File: src/rtl/fetch_pick.sv
module fetch_pick #(
  parameter int NTHR   = 4,
  parameter int WIN    = 32,
  parameter int ADDR_W = 16
) (
  input  logic                      clk,
  input  logic                      rst_n,
  input  logic [NTHR-1:0]           retire_i,
  input  logic [NTHR-1:0]           squash_i,
  input  logic                      arm_valid,
  input  logic [$clog2(NTHR)-1:0]   arm_tid,
  input  logic [ADDR_W-1:0]         arm_addr,
  input  logic                      quiesce_valid,
  input  logic [$clog2(NTHR)-1:0]   quiesce_tid,
  input  logic                      snoop_valid,
  input  logic [ADDR_W-1:0]         snoop_addr,
  output logic                      fetch_valid,
  output logic [$clog2(NTHR)-1:0]   fetch_tid
);
  localparam int TID_W = $clog2(NTHR);
  localparam int CNT_W = $clog2(WIN + 1);
  localparam int HALF  = WIN / 2;

  logic [NTHR-1:0][CNT_W-1:0]  cnt_q;
  logic [NTHR-1:0][ADDR_W-1:0] watch_q;
  logic [NTHR-1:0]             quies_q, armed_q;
  logic [TID_W-1:0]            ptr_q;
  logic [CNT_W-1:0]            cap, best;
  logic                        sel_ok;
  logic [TID_W-1:0]            sel_tid;

  assign cap = ($countones(~quies_q) >= 2) ? CNT_W'(HALF) : CNT_W'(WIN);

  always_comb begin
    sel_ok  = 1'b0;
    sel_tid = '0;
    best    = '0;
    for (int i = 0; i < NTHR; i++) begin
      int k;
      k = int'(ptr_q) + i;
      if (k >= NTHR) k = k - NTHR;
      if (!quies_q[k] && cnt_q[k] < cap && (!sel_ok || cnt_q[k] < best)) begin
        sel_ok  = 1'b1;
        sel_tid = TID_W'(k);
        best    = cnt_q[k];
      end
    end
  end

  assign fetch_valid = sel_ok;
  assign fetch_tid   = sel_tid;

  always_ff @(posedge clk) begin
    if (!rst_n)           ptr_q <= '0;
    else if (fetch_valid) ptr_q <= (int'(fetch_tid) == NTHR - 1) ? '0 : fetch_tid + 1'b1;
  end

  for (genvar t = 0; t < NTHR; t++) begin : g_thr
    logic             inc, hit, arm_me, slp_me;
    logic [1:0]       dec;
    logic [CNT_W:0]   up;

    assign inc    = fetch_valid && fetch_tid == TID_W'(t);
    assign dec    = {1'b0, retire_i[t]} + {1'b0, squash_i[t]};
    assign up     = {1'b0, cnt_q[t]} + {{CNT_W{1'b0}}, inc};
    assign hit    = snoop_valid && armed_q[t] && watch_q[t] == snoop_addr;
    assign arm_me = arm_valid && arm_tid == TID_W'(t);
    assign slp_me = quiesce_valid && quiesce_tid == TID_W'(t);

    always_ff @(posedge clk) begin
      if (!rst_n) begin
        cnt_q[t]   <= '0;
        quies_q[t] <= 1'b0;
        armed_q[t] <= 1'b0;
        watch_q[t] <= '0;
      end else begin
        cnt_q[t] <= (up > (CNT_W+1)'(dec)) ? CNT_W'(up - (CNT_W+1)'(dec)) : '0;
        if (arm_me) begin
          armed_q[t] <= 1'b1;
          watch_q[t] <= arm_addr;
        end else if (hit) begin
          armed_q[t] <= 1'b0;
        end
        if (hit)               quies_q[t] <= 1'b0;
        else if (slp_me)       quies_q[t] <= 1'b1;
        else if (!armed_q[t])  quies_q[t] <= 1'b0;
      end
    end
  end
endmodule

File: config.mk
export PLATFORM = sky130hd
export DESIGN_NAME = fetch_pick
export DESIGN_NICKNAME = d
export VERILOG_FILES = /design/src/rtl/fetch_pick.sv
export SDC_FILE = /design/constraint.sdc
export NUM_CORES = 1
export LEC_CHECK = 0
export BUFFER_PORTS_ARGS = -buffer_cell sky130_fd_sc_hd__buf_2
export CORE_MARGIN = 2
export CORE_UTILIZATION = 50
export CTS_BUF_LIST = sky130_fd_sc_hd__clkbuf_8
export CTS_CLUSTER_DIAMETER = 40
export DETAILED_ROUTE_END_ITERATION = 8
export PLACE_DENSITY = 0.68
export SYNTH_ARGS = -nofsm -noshare
export SYNTH_HDL_FRONTEND = slang
export SYNTH_SLANG_ARGS = --single-unit
File: constraint.sdc
create_clock -name clk -period 17.43 [get_ports clk]
set_input_delay 0.8715 -clock clk [delete_from_list [all_inputs] [get_ports clk]]
set_output_delay 0.8715 -clock clk [all_outputs]
set_load 0.03 [all_outputs]
# --- Word-level counts from Yosys, hierarchy flattened ---
# Index checks and enable logic that the tools add are counted.
classes:
  add_sub_neg: 23
  n_lt_le_gt_ge: 20
  n_eq_ne: 18
  muxes: 57
  n_bitwise: 2
  n_reduce_logical: 52
op_table:
  columns: ["cell", "n"]
  rows:
  - ["$lt A32 B4 Y1 const B", 4]
  - ["$mux W32", 4]
  - ["$mux W6", 12]
  - ["$eq A16 B16 Y1", 4]
  - ["$bmux W6 S2", 4]
  - ["$lt A6 B6 Y1", 7]
  - ["$add A6 B1 Y7", 4]
  - ["$gt A7 B2 Y1", 4]
  - ["$mux W1", 28]
  - ["$logic_and A1 B1 Y1", 27]
  - ["$sub A6 B2 Y6", 4]
  - ["$add A1 B1 Y2", 6]
  - ["$eq A2 B2 Y1 const B", 6]
  - ["$sub A3 B3 Y4 const B", 3]
  - ["$mux W2", 5]
  - ["$ge A3 B3 Y1 const B", 3]
  - ["$bmux W1 S2", 4]
  - ["$eq A2 B1 Y1 const B", 4]
  - ["$ne A2 B1 Y1 const B", 4]
  - ["$reduce_and A2 Y1", 4]
  - ["$reduce_bool A2 Y1", 4]
  - ["$reduce_or A2 Y1", 4]
  - ["$logic_not A1 Y1", 7]
  - ["$add A2 B2 Y3 const B", 2]
  - ["other kinds (10)", 14]
word_totals:
  register_bits: 98
  inputBits: 49
  output_inout_bits: 3
  elab_cells: 189

# --- Depth between registers and ports, before layout ---
# Gate-level depths: netlist of run 1.
logic_depth:
  ltp_word: 25
  ltp_mapped: 51
  mapped_depth_nobuf: 47

# --- Worst setup path after synthesis of run 1 ---
# Ideal clock, no wire load.
synth_timing:
  path_kind: "register to register"
  from: "reg ptr_q[1]"
  to: "reg cnt_q[15] in the netlist's numbering"
  setup_ns: 0.148
  arrival_time_ns: 10.678
  setup_slack_ns: 6.605
  path_stages_with_launch: 49
  n_path_buf: 7
  synth_period_minus_slack_ns: 10.825
  path_cell_list: "dfxtp_1 > buf_2 > buf_2 > buf_1 > clkbuf_1 > buf_2 > a211oi_1 > a21oi_1 > ha_1 > and2_4 > a2111oi_2 > o311ai_0 > ha_1 > a21o_1 > a211o_1 > o2bb2ai_1 > o21a_1 > clkbuf_1 > [... 13 more ...] > a21o_1 > a21o_1 > a221o_1 > a21oi_1 > inv_1 > nor3_1 > nor4_1 > o221ai_1 > ha_1 > and2_1 > ha_1 > ha_1 > ha_1 > nor2b_1 > nor3_1 > a31oi_1 > o41ai_1 > nor2_1"
synth_between:
  elab_chain_len: 25
  word_cells_on_any_way: 80
synth_rtl:
  columns: ["item", "line_no", "rtl"]
  rows:
  - ["start, declared", "27", "logic [TID_W-1:0] ptr_q;"]
  - ["start signal, assigned", "55", "else if (fetch_valid) ptr_q <= (int'(fetch_tid) == NTHR - 1) ? '0 : fetch_tid + 1'b1;"]
  - ["$sub A2 B3 Y4 / $ge A2 B3 Y1 (equally long branches)", "41", "if (k >= NTHR) k = k - NTHR;"]
  - ["$mux W32", "41", null]
  - ["$bmux W6 S2 / $bmux W1 S2 (equally long branches)", "42, 45", null]
  - ["$mux W6 (not written as such) / $mux W1 (equally long branches) (2 in series)", "42, 45", null]
  - ["$lt A6 B6 Y1 / $logic_not A1 Y1 (equally long branches)", "42", "if (!quies_q[k] && cnt_q[k] < cap && (!sel_ok || cnt_q[k] < best)) begin"]
  - ["$logic_and A1 B1 Y1", "42", null]
  - ["$mux W6 / $mux W1 (equally long branches)", "42", null]
  - ["$lt A6 B6 Y1 / $logic_not A1 Y1 (equally long branches)", "42", null]
  - ["[... 9 more ...]", null, null]
  - ["$logic_and A1 B1 Y1", "42", null]
  - ["$mux W2 (*)", "42", null]
  - ["named net fetch_tid[1]", "18", "output logic [$clog2(NTHR)-1:0] fetch_tid"]
  - ["$eq A2 B2 Y1 (*)", "63", "assign inc = fetch_valid && fetch_tid == TID_W'(t);"]
  - ["$logic_and A1 B1 Y1 (*)", "63", null]
  - ["$add A6 B1 Y7 (*)", "65", "assign up = {1'b0, cnt_q[t]} + {{CNT_W{1'b0}}, inc};"]
  - ["$gt A7 B2 Y1", "77", "cnt_q[t] <= (up > (CNT_W+1)'(dec)) ? CNT_W'(up - (CNT_W+1)'(dec)) : '0;"]
  - ["$reduce_and A2 Y1 (no source line)", null, null]
  - ["end signal, assigned by index", "77", null]
  - ["end, declared", "24", "logic [NTHR-1:0][CNT_W-1:0] cnt_q;"]
# Mark *: on every way through the listed nets, which the timed path passes. The rest lies on a longest branch. The select of a mux whose other input is x is not followed.
# A chain may end at the register's enable or synchronous reset.

# --- Final worst setup path of run 1 ---
layout_timing:
  from: "reg quies_q[0]"
  to: "reg cnt_q[12] in the netlist's numbering"
layout_between:
  elab_chain_len: 25
  word_cells_on_any_way: 58
layout_rtl:
  columns: ["item", "line_no", "rtl"]
  rows:
  - ["start, declared", "26", "logic [NTHR-1:0] quies_q, armed_q;"]
  - ["start signal, assigned by index", "73", "quies_q[t] <= 1'b0;"]
  - ["start signal, assigned by index", "84", "if (hit) quies_q[t] <= 1'b0;"]
  - ["start signal, assigned by index", "85", "else if (slp_me) quies_q[t] <= 1'b1;"]
  - ["$not A4 Y4", "32", "assign cap = ($countones(~quies_q) >= 2) ? CNT_W'(HALF) : CNT_W'(WIN);"]
  - ["$add A1 B1 Y2 (not written as such)", "32", null]
  - ["$add A2 B2 Y3 (not written as such)", "32", null]
  - ["$ge A3 B2 Y1", "32", null]
  - ["$mux W6", "32", null]
  - ["$lt A6 B6 Y1", "42", null]
  - ["$logic_and A1 B1 Y1", "42", null]
  - ["$mux W6 / $mux W1 (equally long branches)", "42", null]
  - ["[... 9 more ...]", null, null]
  - ["$logic_or A1 B1 Y1", "42", null]
  - ["$logic_and A1 B1 Y1", "42", null]
  - ["$mux W2", "42", null]
  - ["$eq A2 B2 Y1", "63", null]
  - ["$logic_and A1 B1 Y1 (*)", "63", null]
  - ["$add A6 B1 Y7 (*)", "65", null]
  - ["$gt A7 B2 Y1", "77", null]
  - ["$reduce_and A2 Y1 (no source line)", null, null]
# Every way passes the cells marked *; elsewhere a longest branch is shown, timed or not. The select of a mux whose other input is x is not followed.

==> results.yml, run 1 <==
worst_setup_path:
  required_ps: 17660
  critPathCaptureType: "flop"
  cp_max_fo: 15
  slowest_stage: "o41ai_1"
  worst_path_most_repeated_cell: "ha_1"
  critPathKind: "flop to flop"
  crit_arrival_ps: 11190
  cpPeakStageDelay_ps: 850
  start_kind: "flop"
detailed_routing:
  vias_per_cell: 5.631
  drtAntennaViolNets: 0
  vias: 5794
  first_pass_iters: 5
  drcViolationCount: 0
  wl_um: 16950
  drtIter0Drc: 477
  drt-wirelength-per-cell_um: 16.47
synth:
  synth_edf_count: 0
  ys_seq_area_frac: 0.2906
  netlist_top_cells_count: "168 x nand2_1, 98 x dfxtp_1, 68 x xor2_1"
  syn_avg_cell_area_um2: 8.174
  ys_async_sr_fraction: 0
  yosysTopAreaCellShare: 0.2906
  syn_nets: 920
  synth_flop_cell: "dfxtp_1"
  ys_seq_elements: 98
  ys_types: 62
  synth_cells: 826
  yosysMostFrequentCell: "nand2_1"
  yosysTopAreaCell: "dfxtp_1"
  syn_area_mm2: 0.006751
  synth_area_leaders: "dfxtp_1 29%, nand2_1 9.3%, xor2_1 8.8%, ha_1 7.4%, a21boi_0 7.1%"
  yosysWarnings: 0
clock_tree:
  cts-root-buf: "clkbuf_8"
  hold_buffers: 0
  cts.sinks: 98
  cts_setup_buffers: 0
  clk_latency_ps: 380
  cts_buffers: 9
  clockBufferDepth: 2
  cts_resized: 0
  clkTransAtPathRegs_ps: 100
  h-tree-depth: 3
  cts_tree: "built"
die:
  die_h_um: 120.2
  ios: 52
  rows: 42
  core_area_mm2: 0.01319
  dieWidth_um: 120.2
  initial_utilization: 0.5119
  die_area_mm2: 0.01445
outcome:
  status: "finished, final reports clean"
timing:
  relSlewSlack: 0.3509
  skew_ps: 9.607
  setup_violations: 0
  period_share: 0.6291
  maxSlewViolCount: 0
  timing.fmax_mhz: 91.19
  hold_viol: 0
  period_minus_slack_ps: 10970
  worst_slew_pin_slew_ps: 961.0
  tns_ps: 0
  whs_ps: 480.6
  rsz0062_at_grt: "false"
placed_design:
  port_buffers: 51
  gp_congestion: 0.9724
  dp_hpwl_um: 12630
  place_area_mm2: 0.007092
grt:
  antenna_found_initial: 0
  grt_pass1_vias: 5468
  gr-total-overflow: 0
  grt_pass1_wl_um: 27470
  grt_max_degree: 81
  grt.total_usage: 0.2414
job:
  maxCapViolations: 0
layout:
  layout.nets: 942
  areaGrowthSynthToFinish_pct: 8.302
  post-route-util: 0.5544
  final_cell_area_mm2: 0.007312
  layout-drive-gt1-share: 0.1184
  antennaDiodeCount: 0
pwr:
  ir_drop_uv: 133.0
  p_per_area_mw_per_mm2: 194.4
  leakagePower_nw: 2.993
min_path:
  hold_path.class: "flop to flop"
==> power breakdown <==
group | leakage [nW] | internal (mW) | total, mW | switching [mW]
logic | 2.09 | 0.410 | 0.976 | 0.566
registers | 0.799 | 0.250 | 0.283 | 0.0333
clock network | 0.108 | 0.0735 | 0.163 | 0.0890
==> worst paths after layout <==
check | from | endpoint | slack [ps] | cells after the start
setup / recovery | quies_q[0]$_SDFFE_PP0P_ | cnt_q[12]$_SDFF_PN0_ | 6460 | 45
hold / removal | watch_q[33]$_SDFFE_PN0P_ | watch_q[33]$_SDFFE_PN0P_ | 480 | 2
setup reg to reg | quies_q[0]$_SDFFE_PP0P_ | cnt_q[12]$_SDFF_PN0_ | 6460 | 45
hold reg to reg | watch_q[33]$_SDFFE_PN0P_ | watch_q[33]$_SDFFE_PN0P_ | 480 | 2
==> sequential cells by signal, summed over array words and instances (netlist names) <==
name and flops:
watch_q 64, quies_q 4, ptr_q 2, armed_q 4, cnt_q 24
==> area by class of cell <==
class	count	area [um2]
clock inverters	6	82.58
clock buffers	10	137.6
well taps	176	220.2
fillers	1204	5878
multi-input cells	652	4499
flip-flops and latches	98	1963
inverters	31	116.4
repair buffers	56	292.8
==> layer usage <==
layer,GRT usage,up-vias,routed length (um)
li1,-,2887,-
met1,0.3499,2739,8290
met2,0.3693,143,7499
met3,0.03491,25,793
met4,0.08015,0,365
met5,0,-,0
==> critical path: cells and delay by family (launching register included) <==
| family | cells | cell delay, ps |
|---|---|---|
| buffers and inverters | 2 | 250 |
| DFF | 1 | 400 |
| AOI/OAI and AO/OA | 19 | 4740 |
| and+or+nand+nor | 15 | 2670 |
| adders and majority gates | 9 | 2730 |
==> cells by family (layout without fill, tap and decap cells) <==
group | count (synthesis) | count (layout) | synth area share
buf+inv | 76 | 103 | 0.04411
simple gates | 313 | 313 | 0.2061
mux | 30 | 30 | 0.06968
flops | 98 | 98 | 0.2906
xor+xnor | 88 | 88 | 0.1142
compound gates | 176 | 176 | 0.1864
fa+ha+maj | 45 | 45 | 0.08896
==> layout by cell type, fill, tap and decap left out, types with 8 or more instances in the layout <==
master / synthesis / layout
mux4_2: 13 / 13
mux2i_1: 11 / 11
xor2_1: 68 / 68
nor2b_1: 11 / 11
nor4_1: 13 / 13
nand2b_1: 8 / 8
a21oi_1: 32 / 32
nand3_1: 20 / 20
dfxtp_1: 98 / 97
inv_1: 30 / 30
xnor2_1: 20 / 20
nor2_1: 49 / 48
clkbuf_8: 0 / 10
o21ai_0: 18 / 18
nand2_1: 168 / 168
buf_2: 4 / 51
ha_1: 40 / 40
and2_1: 10 / 10
nor3_1: 13 / 13
a21boi_0: 64 / 64
a21o_1: 8 / 8
==> metrics by stage <==
| step | total power [mW] | std cells | worst slack (ps) |
|---|---|---|---|
| 4_1_cts | 1.425 | 1029 | 6560 |
| 2_1_floorplan | 1.050 | 826 | 6605 |
| 5_1_grt | 1.559 | 1029 | 5474 |
| 3_3_place_gp | 1.227 | 1013 | 7086 |
| 3_5_place_dp | 1.257 | 1013 | 6609 |
| 6_report | 1.422 | 1029 | 6464 |
Note: power is estimated with default switching activity, not from simulation.
==> run 2: changes to the inputs <==
- ABC_AREA: unset -> 1
- PLACE_DENSITY: 0.68 -> 0.71
- clock period: 17.43 -> 9 ns (I/O delays scaled with it)
==> run 2 against run 1 <==
Effect of this change:
- sequential share of layout area rose by 0.97 points
- largest power group unchanged
- cell area fell by 3.4%
- setup slack got worse by 5400 ps
- critical path type unchanged
- critical endpoint is now cnt_q[15]$_SDFF_PN0_
- critical path depth rose by 1
- combinational power rose by 100%
- hold slack got worse by 160 ps
- non-clock buffer count did not move
- synthesized area fell by 4.4%
- total power rose by 100%
- sequential power rose by 96%
- utilization rose by 0.51 points
- clock skew rose by 1.8 ps
==> results.yml, run 2 <==
outcome:
  status: "finished, final reports clean"
grt:
  grt_max_degree: 79
  grt_pass1_vias: 5577
  antenna_found_initial: 0
  grt_pass1_wl_um: 25700
  gr-total-overflow: 0
  grt.total_usage: 0.2248
detailed_routing:
  first_pass_iters: 4
  drcViolationCount: 0
  vias_per_cell: 5.167
  drtAntennaViolNets: 0
  drt-wirelength-per-cell_um: 13.15
  drtIter0Drc: 368
  wl_um: 15150
  vias: 5952
timing:
  worst_slew_pin_slew_ps: 873.0
  tns_ps: 0
  maxSlewViolCount: 0
  hold_viol: 0
  period_share: 0.8873
  relSlewSlack: 0.4159
  skew_ps: 11.44
  period_minus_slack_ps: 7986
  rsz0062_at_grt: "false"
  setup_violations: 0
  timing.fmax_mhz: 125.2
placed_design:
  gp_congestion: 0.8677
  dp_hpwl_um: 11240
  port_buffers: 51
  dp_cells: 1135
layout:
  final_cells: 1152
  layout-drive-gt1-share: 0.1122
  max_flop_register: "watch_q"
  layout_commonest_cell: "nand2_1"
  largest_register_ffs: 64
  areaGrowthSynthToFinish_pct: 9.360
  layout.nets: 1069
  top_regs: "watch_q x64, cnt_q x24"
  final_cell_mix: "145 x nand2_1, 133 x nor2_1, 121 x inv_1, 119 x o21ai_0, 96 x dfxtp_1"
  antennaDiodeCount: 0
synth:
  ys_seq_elements: 98
  yosysTopAreaCell: "dfxtp_1"
  syn_area_mm2: 0.006456
  ys_types: 42
  synth_flop_cell: "dfxtp_1"
  synth_edf_count: 0
  syn_nets: 1035
  ys_seq_area_frac: 0.3039
  ys_async_sr_fraction: 0
  syn_avg_cell_area_um2: 6.861
  yosysTopAreaCellShare: 0.3039
  netlist_top_cells_count: "145 x nand2_1, 133 x nor2_1, 122 x inv_1"
  synth_cells: 941
  yosysWarnings: 0
  synth_area_leaders: "dfxtp_1 30%, o21ai_0 9.2%, nand2_1 8.4%, ha_1 7.8%, nor2_1 7.7%"
  yosysMostFrequentCell: "nand2_1"
pwr:
  power.switching_mw: 1.481
  ir_drop_uv: 237.5
  p_int_mw: 1.427
  leakagePower_nw: 3.134
  p_per_area_mw_per_mm2: 411.8
  seqPwrFrac: 0.191
  pwr-share-clk: 0.121
  switching_share: 0.5093
  combPwrFrac: 0.688
worst_setup_path:
  cpLargestDelayFamily: "compound AO/OA/AOI/OAI gates"
  worst_path_most_repeated_cell: "nand2_1"
  start_kind: "flop"
  path_buf_inv: 5
  cpPeakStageDelay_ps: 720
  critPathKind: "flop to flop"
  crit_arrival_ps: 8230
  cp_max_fo: 38
  required_ps: 9250
  critPathCaptureType: "flop"
  slowest_stage: "dfxtp_2"
clock_tree:
  cts_buffers: 9
  h-tree-depth: 3
  cts_setup_buffers: 0
  clk_latency_ps: 390
  cts-root-buf: "clkbuf_8"
  clkTransAtPathRegs_ps: 100
  cts_tree: "built"
  cts.sinks: 98
  clockBufferDepth: 2
min_path:
  hold_path.class: "primary input to flop"
die:
  die_area_mm2: 0.01384
  die_h_um: 117.6
  dieWidth_um: 117.6
  core_area_mm2: 0.01262
  initial_utilization: 0.5116
  ios: 52
  rows: 41
job:
  maxCapViolations: 0
## run 2: changes by cell type after synthesis, moves of 11 or more
cell / change
nor2b_1: -11
mux4_2: -13
o21ai_0: +101
a21boi_0: -64
inv_1: +92
nand3_1: +13
nand2_1: -23
xor2_1: -32
a21oi_1: +22
nor2_1: +84
## run 2: logic make-up (layout without fill, tap and decap cells)
kind of cell,count (synthesis),count (layout),share of synthesized area
adders and majority gates,45,45,0.09302
DFF,98,98,0.3039
muxes,1,1,0.001550
buffers and inverters,158,197,0.09903
xor gates and xnor gates,59,59,0.08411
AOI/OAI and AO/OA,212,212,0.1767
and+or+nand+nor,368,368,0.2417
## run 2: path summary, 6_finish.rpt
check             slack [ps]                        to  cells past startpoint                startpoint
setup / recovery        1010      cnt_q[15]$_SDFF_PN0_                     46     ptr_q[0]$_SDFFE_PN0P_
setup reg to reg        1010      cnt_q[15]$_SDFF_PN0_                     46     ptr_q[0]$_SDFFE_PN0P_
hold / removal           320  watch_q[36]$_SDFFE_PN0P_                      3               arm_addr[4]
hold reg to reg          460  watch_q[52]$_SDFFE_PN0P_                      2  watch_q[52]$_SDFFE_PN0P_
## run 2: layer usage
metal  vias to the layer above  part of all wire  GRT usage
met3                        35             0.043    0.03876
met2                       133              0.46     0.3685
li1                       3119                 -          -
met4                         0             0.028    0.09789
met5                         -                 0          0
met1                      2665              0.47     0.2905
## run 2: tightest hold or removal path: stages
cell	delay [ps]
buf_2	110
nor2_1	50
nor2_1	80
## run 2: power by group through the flow
stage / combinational [mW] / clock (mW) / sequential [mW]
after detailed placement: 1.98 / 0 / 0.562
after floorplan: 1.62 / 0 / 0.527
after global placement: 1.97 / 0 / 0.559
after CTS: 2.00 / 0.362 / 0.551
after global routing: 2.32 / 0.381 / 0.564
final: 2.00 / 0.353 / 0.554
## run 2: area by class of cell
class	count	area (um2)
inverter	124	471.7
multi-input combinational	685	3862
timing repair buffer	56	292.8
fill	1307	5559
timing repair inverter	1	5.005
sequential	98	1964
clock inverter	7	125.1
tap	172	215.2
clock buffer	9	123.9
## run 2: repair_timing
action / in CTS / in global routing
hold buffers: 0 / 0
hold endpoints to repair: 0 / 0
setup endpoints to repair: 0 / 12
gates resized for setup: 0 / 3
## run 2: through the flow
step	setup WS [ps]	util	hold slack [ps]	power (mW)	cell area (um2)
2_1_floorplan	1235	-	433.6	2.147	6456
3_3_place_gp	847.6	0.5384	444.9	2.534	6794
3_5_place_dp	594.8	0.5384	448.7	2.545	6794
4_1_cts	566.2	0.5581	304.9	2.909	7043
5_1_grt	58.86	0.5595	324.8	3.262	7061
6_report	1014	0.5595	321.4	2.907	7061
==> run 3: changes to the inputs <==
- BUFFER_PORTS_ARGS: -buffer_cell sky130_fd_sc_hd__buf_2 -> -buffer_cell sky130_fd_sc_hd__buf_4
- CTS_CLUSTER_DIAMETER: 40 -> unset
==> run 3 against run 2 <==
Effect of this change:
- clock power shrank 5.9%
- die area stayed put
- critical endpoint unchanged
- critical path type unchanged
- non-clock buffer count down 1
- largest cell class unchanged
- sequential cell count stayed put
==> results.yml, run 3 (same netlist as run 2, synthesis figures left out) <==
detailed_routing:
  drtIter0Drc: 402
  vias: 5878
  drt-wirelength-per-cell_um: 13.17
  first_pass_iters: 6
  drcViolationCount: 0
  wl_met2_um: 7010
  top_layer: "met4"
  m1WireLength_um: 7072
  drtAntennaViolNets: 0
  vias_per_cell: 5.111
  wl_um: 15150
  wl_met3_um: 625
worst_setup_path:
  crit_arrival_ps: 8200
  critPathKind: "flop to flop"
  cpLargestDelayFamily: "compound AO/OA/AOI/OAI gates"
  reg2reg_depth: 45
  r2r-start: "ptr_q[0]$_SDFFE_PN0P_"
  required_ps: 9240
  start_kind: "flop"
  r2r_end: "cnt_q[15]$_SDFF_PN0_"
  cp_max_fo: 36
  slowest_stage: "dfxtp_2"
  rrSetupSlack_ps: 1040
  path_buf_inv: 5
  cpPeakStageDelay_ps: 690
  critPathCaptureType: "flop"
job:
  maxCapViolations: 0
clock_tree:
  clkTransAtPathRegs_ps: 100
  clockBufferDepth: 2
  cts.sinks: 98
  clk_latency_ps: 380
  cts_tree: "built"
  cts_buffers: 9
  h-tree-depth: 3
  cts-root-buf: "clkbuf_8"
timing:
  whs_ps: 303.9
  fin_ws_ps: 1045
  hold_viol: 0
  skew_ps: 14.41
  period_minus_slack_ps: 7955
  period_share: 0.8839
  maxSlewViolCount: 0
  timing.fmax_mhz: 125.7
  setup_violations: 0
  worst_slew_pin_slew_ps: 868.8
  rsz0062_at_grt: "false"
  tns_ps: 0
  relSlewSlack: 0.4187
layout:
  final_cells: 1150
  layout_commonest_cell: "nand2_1"
  areaGrowthSynthToFinish_pct: 10.83
  layout.nets: 1067
  final_cell_mix: "145 x nand2_1, 133 x nor2_1, 122 x inv_1, 119 x o21ai_0, 97 x dfxtp_1"
  largest_register_ffs: 64
  register_area_mm2: 0.001963
  top_regs: "watch_q x64, cnt_q x24"
  nFillCells: 1300
  max_flop_register: "watch_q"
  layout-drive-gt1-share: 0.1084
  antennaDiodeCount: 0
  multiInputGateArea_mm2: 0.003862
die:
  die_area_mm2: 0.01384
  core_area_mm2: 0.01262
  ios: 52
  dieWidth_um: 117.6
  initial_utilization: 0.5116
  die_h_um: 117.6
  rows: 41
placed_design:
  dp_hpwl_um: 11280
  gp_congestion: 0.9067
  port_buffers: 51
  preCtsSetupSlack_ps: 795.1
  dp_cells: 1134
pwr:
  combPwrFrac: 0.696
  p_int_mw: 1.428
  switching_share: 0.5083
  p_per_area_mw_per_mm2: 405.8
  ir_drop_uv: 290.5
  leakagePower_nw: 3.168
  pwr-share-clk: 0.114
  seqPwrFrac: 0.190
  power_mw: 2.904
  power.switching_mw: 1.476
grt:
  grt.total_usage: 0.2242
  antenna_found_initial: 0
  gr-total-overflow: 0
  grt_pass1_vias: 5543
  grt_max_degree: 79
  grt_pass1_wl_um: 25700
min_path:
  min_path_cells: 3
  hold_end: "watch_q[20]$_SDFFE_PN0P_"
  holdCritStartpoint: "arm_addr[4]"
  hold_path.class: "primary input to flop"
outcome:
  status: "finished, final reports clean"
## run 3: timing repair
action,in CTS,in global routing
hold endpoints to repair,0,0
setup endpoints to repair,0,6
gates resized for setup,0,1
buffers inserted,0,0
hold buffers,0,0
## run 3: worst max-delay path by stage
stage,from,to,slack [ps],cells after the start
2_1_floorplan,ptr_q[1]$_SDFFE_PN0P_,cnt_q[14]$_SDFF_PN0_,1240,52
3_3_place_gp,ptr_q[0]$_SDFFE_PN0P_,cnt_q[15]$_SDFF_PN0_,1050,45
3_5_place_dp,ptr_q[0]$_SDFFE_PN0P_,cnt_q[15]$_SDFF_PN0_,800,44
4_1_cts,ptr_q[0]$_SDFFE_PN0P_,cnt_q[15]$_SDFF_PN0_,770,44
5_1_grt,ptr_q[0]$_SDFFE_PN0P_,cnt_q[15]$_SDFF_PN0_,140,47
6_report,ptr_q[0]$_SDFFE_PN0P_,cnt_q[15]$_SDFF_PN0_,1040,45
## run 3: power by group through the flow
| stage | combinational (mW) | clock (mW) | sequential, mW |
|---|---|---|---|
| after global placement | 1.99 | 0 | 0.561 |
| after floorplan | 1.62 | 0 | 0.527 |
| final | 2.02 | 0.332 | 0.552 |
| after detailed placement | 2.01 | 0 | 0.562 |
| after global routing | 2.34 | 0.354 | 0.561 |
| after CTS | 2.02 | 0.340 | 0.552 |
## run 3: cell type report
type / count / share of cell area
Sequential cell: 98 / 0.2743
Clock inverter: 6 / 0.01346
Timing Repair Buffer: 55 / 0.05770
Tap cell: 172 / 0.03008
Multi-Input combinational cell: 685 / 0.5398
Inverter: 124 / 0.06540
Clock buffer: 10 / 0.01923
## run 3: per-stage QoR
step / util / instance area (um2)
2_1_floorplan: - / 6456
3_3_place_gp: 0.5479 / 6914
3_5_place_dp: 0.5479 / 6914
4_1_cts: 0.5664 / 7148
5_1_grt: 0.5670 / 7156
6_report: 0.5670 / 7156
## run 3: layer usage
metal / up-vias / track usage
li1: 3115 / -
met1: 2615 / 0.2820
met2: 117 / 0.3775
met3: 31 / 0.04554
met4: 0 / 0.08509
met5: - / 0
## run 3: worst register-to-register path: cells and delay by family, from the launching register on
family,cells,cell delay (ps)
AO/OA/AOI/OAI,13,2700
adder cells (fa/ha/maj),7,1900
buffers and inverters,5,820
flip-flops,1,690
AND/OR/NAND/NOR,20,1670
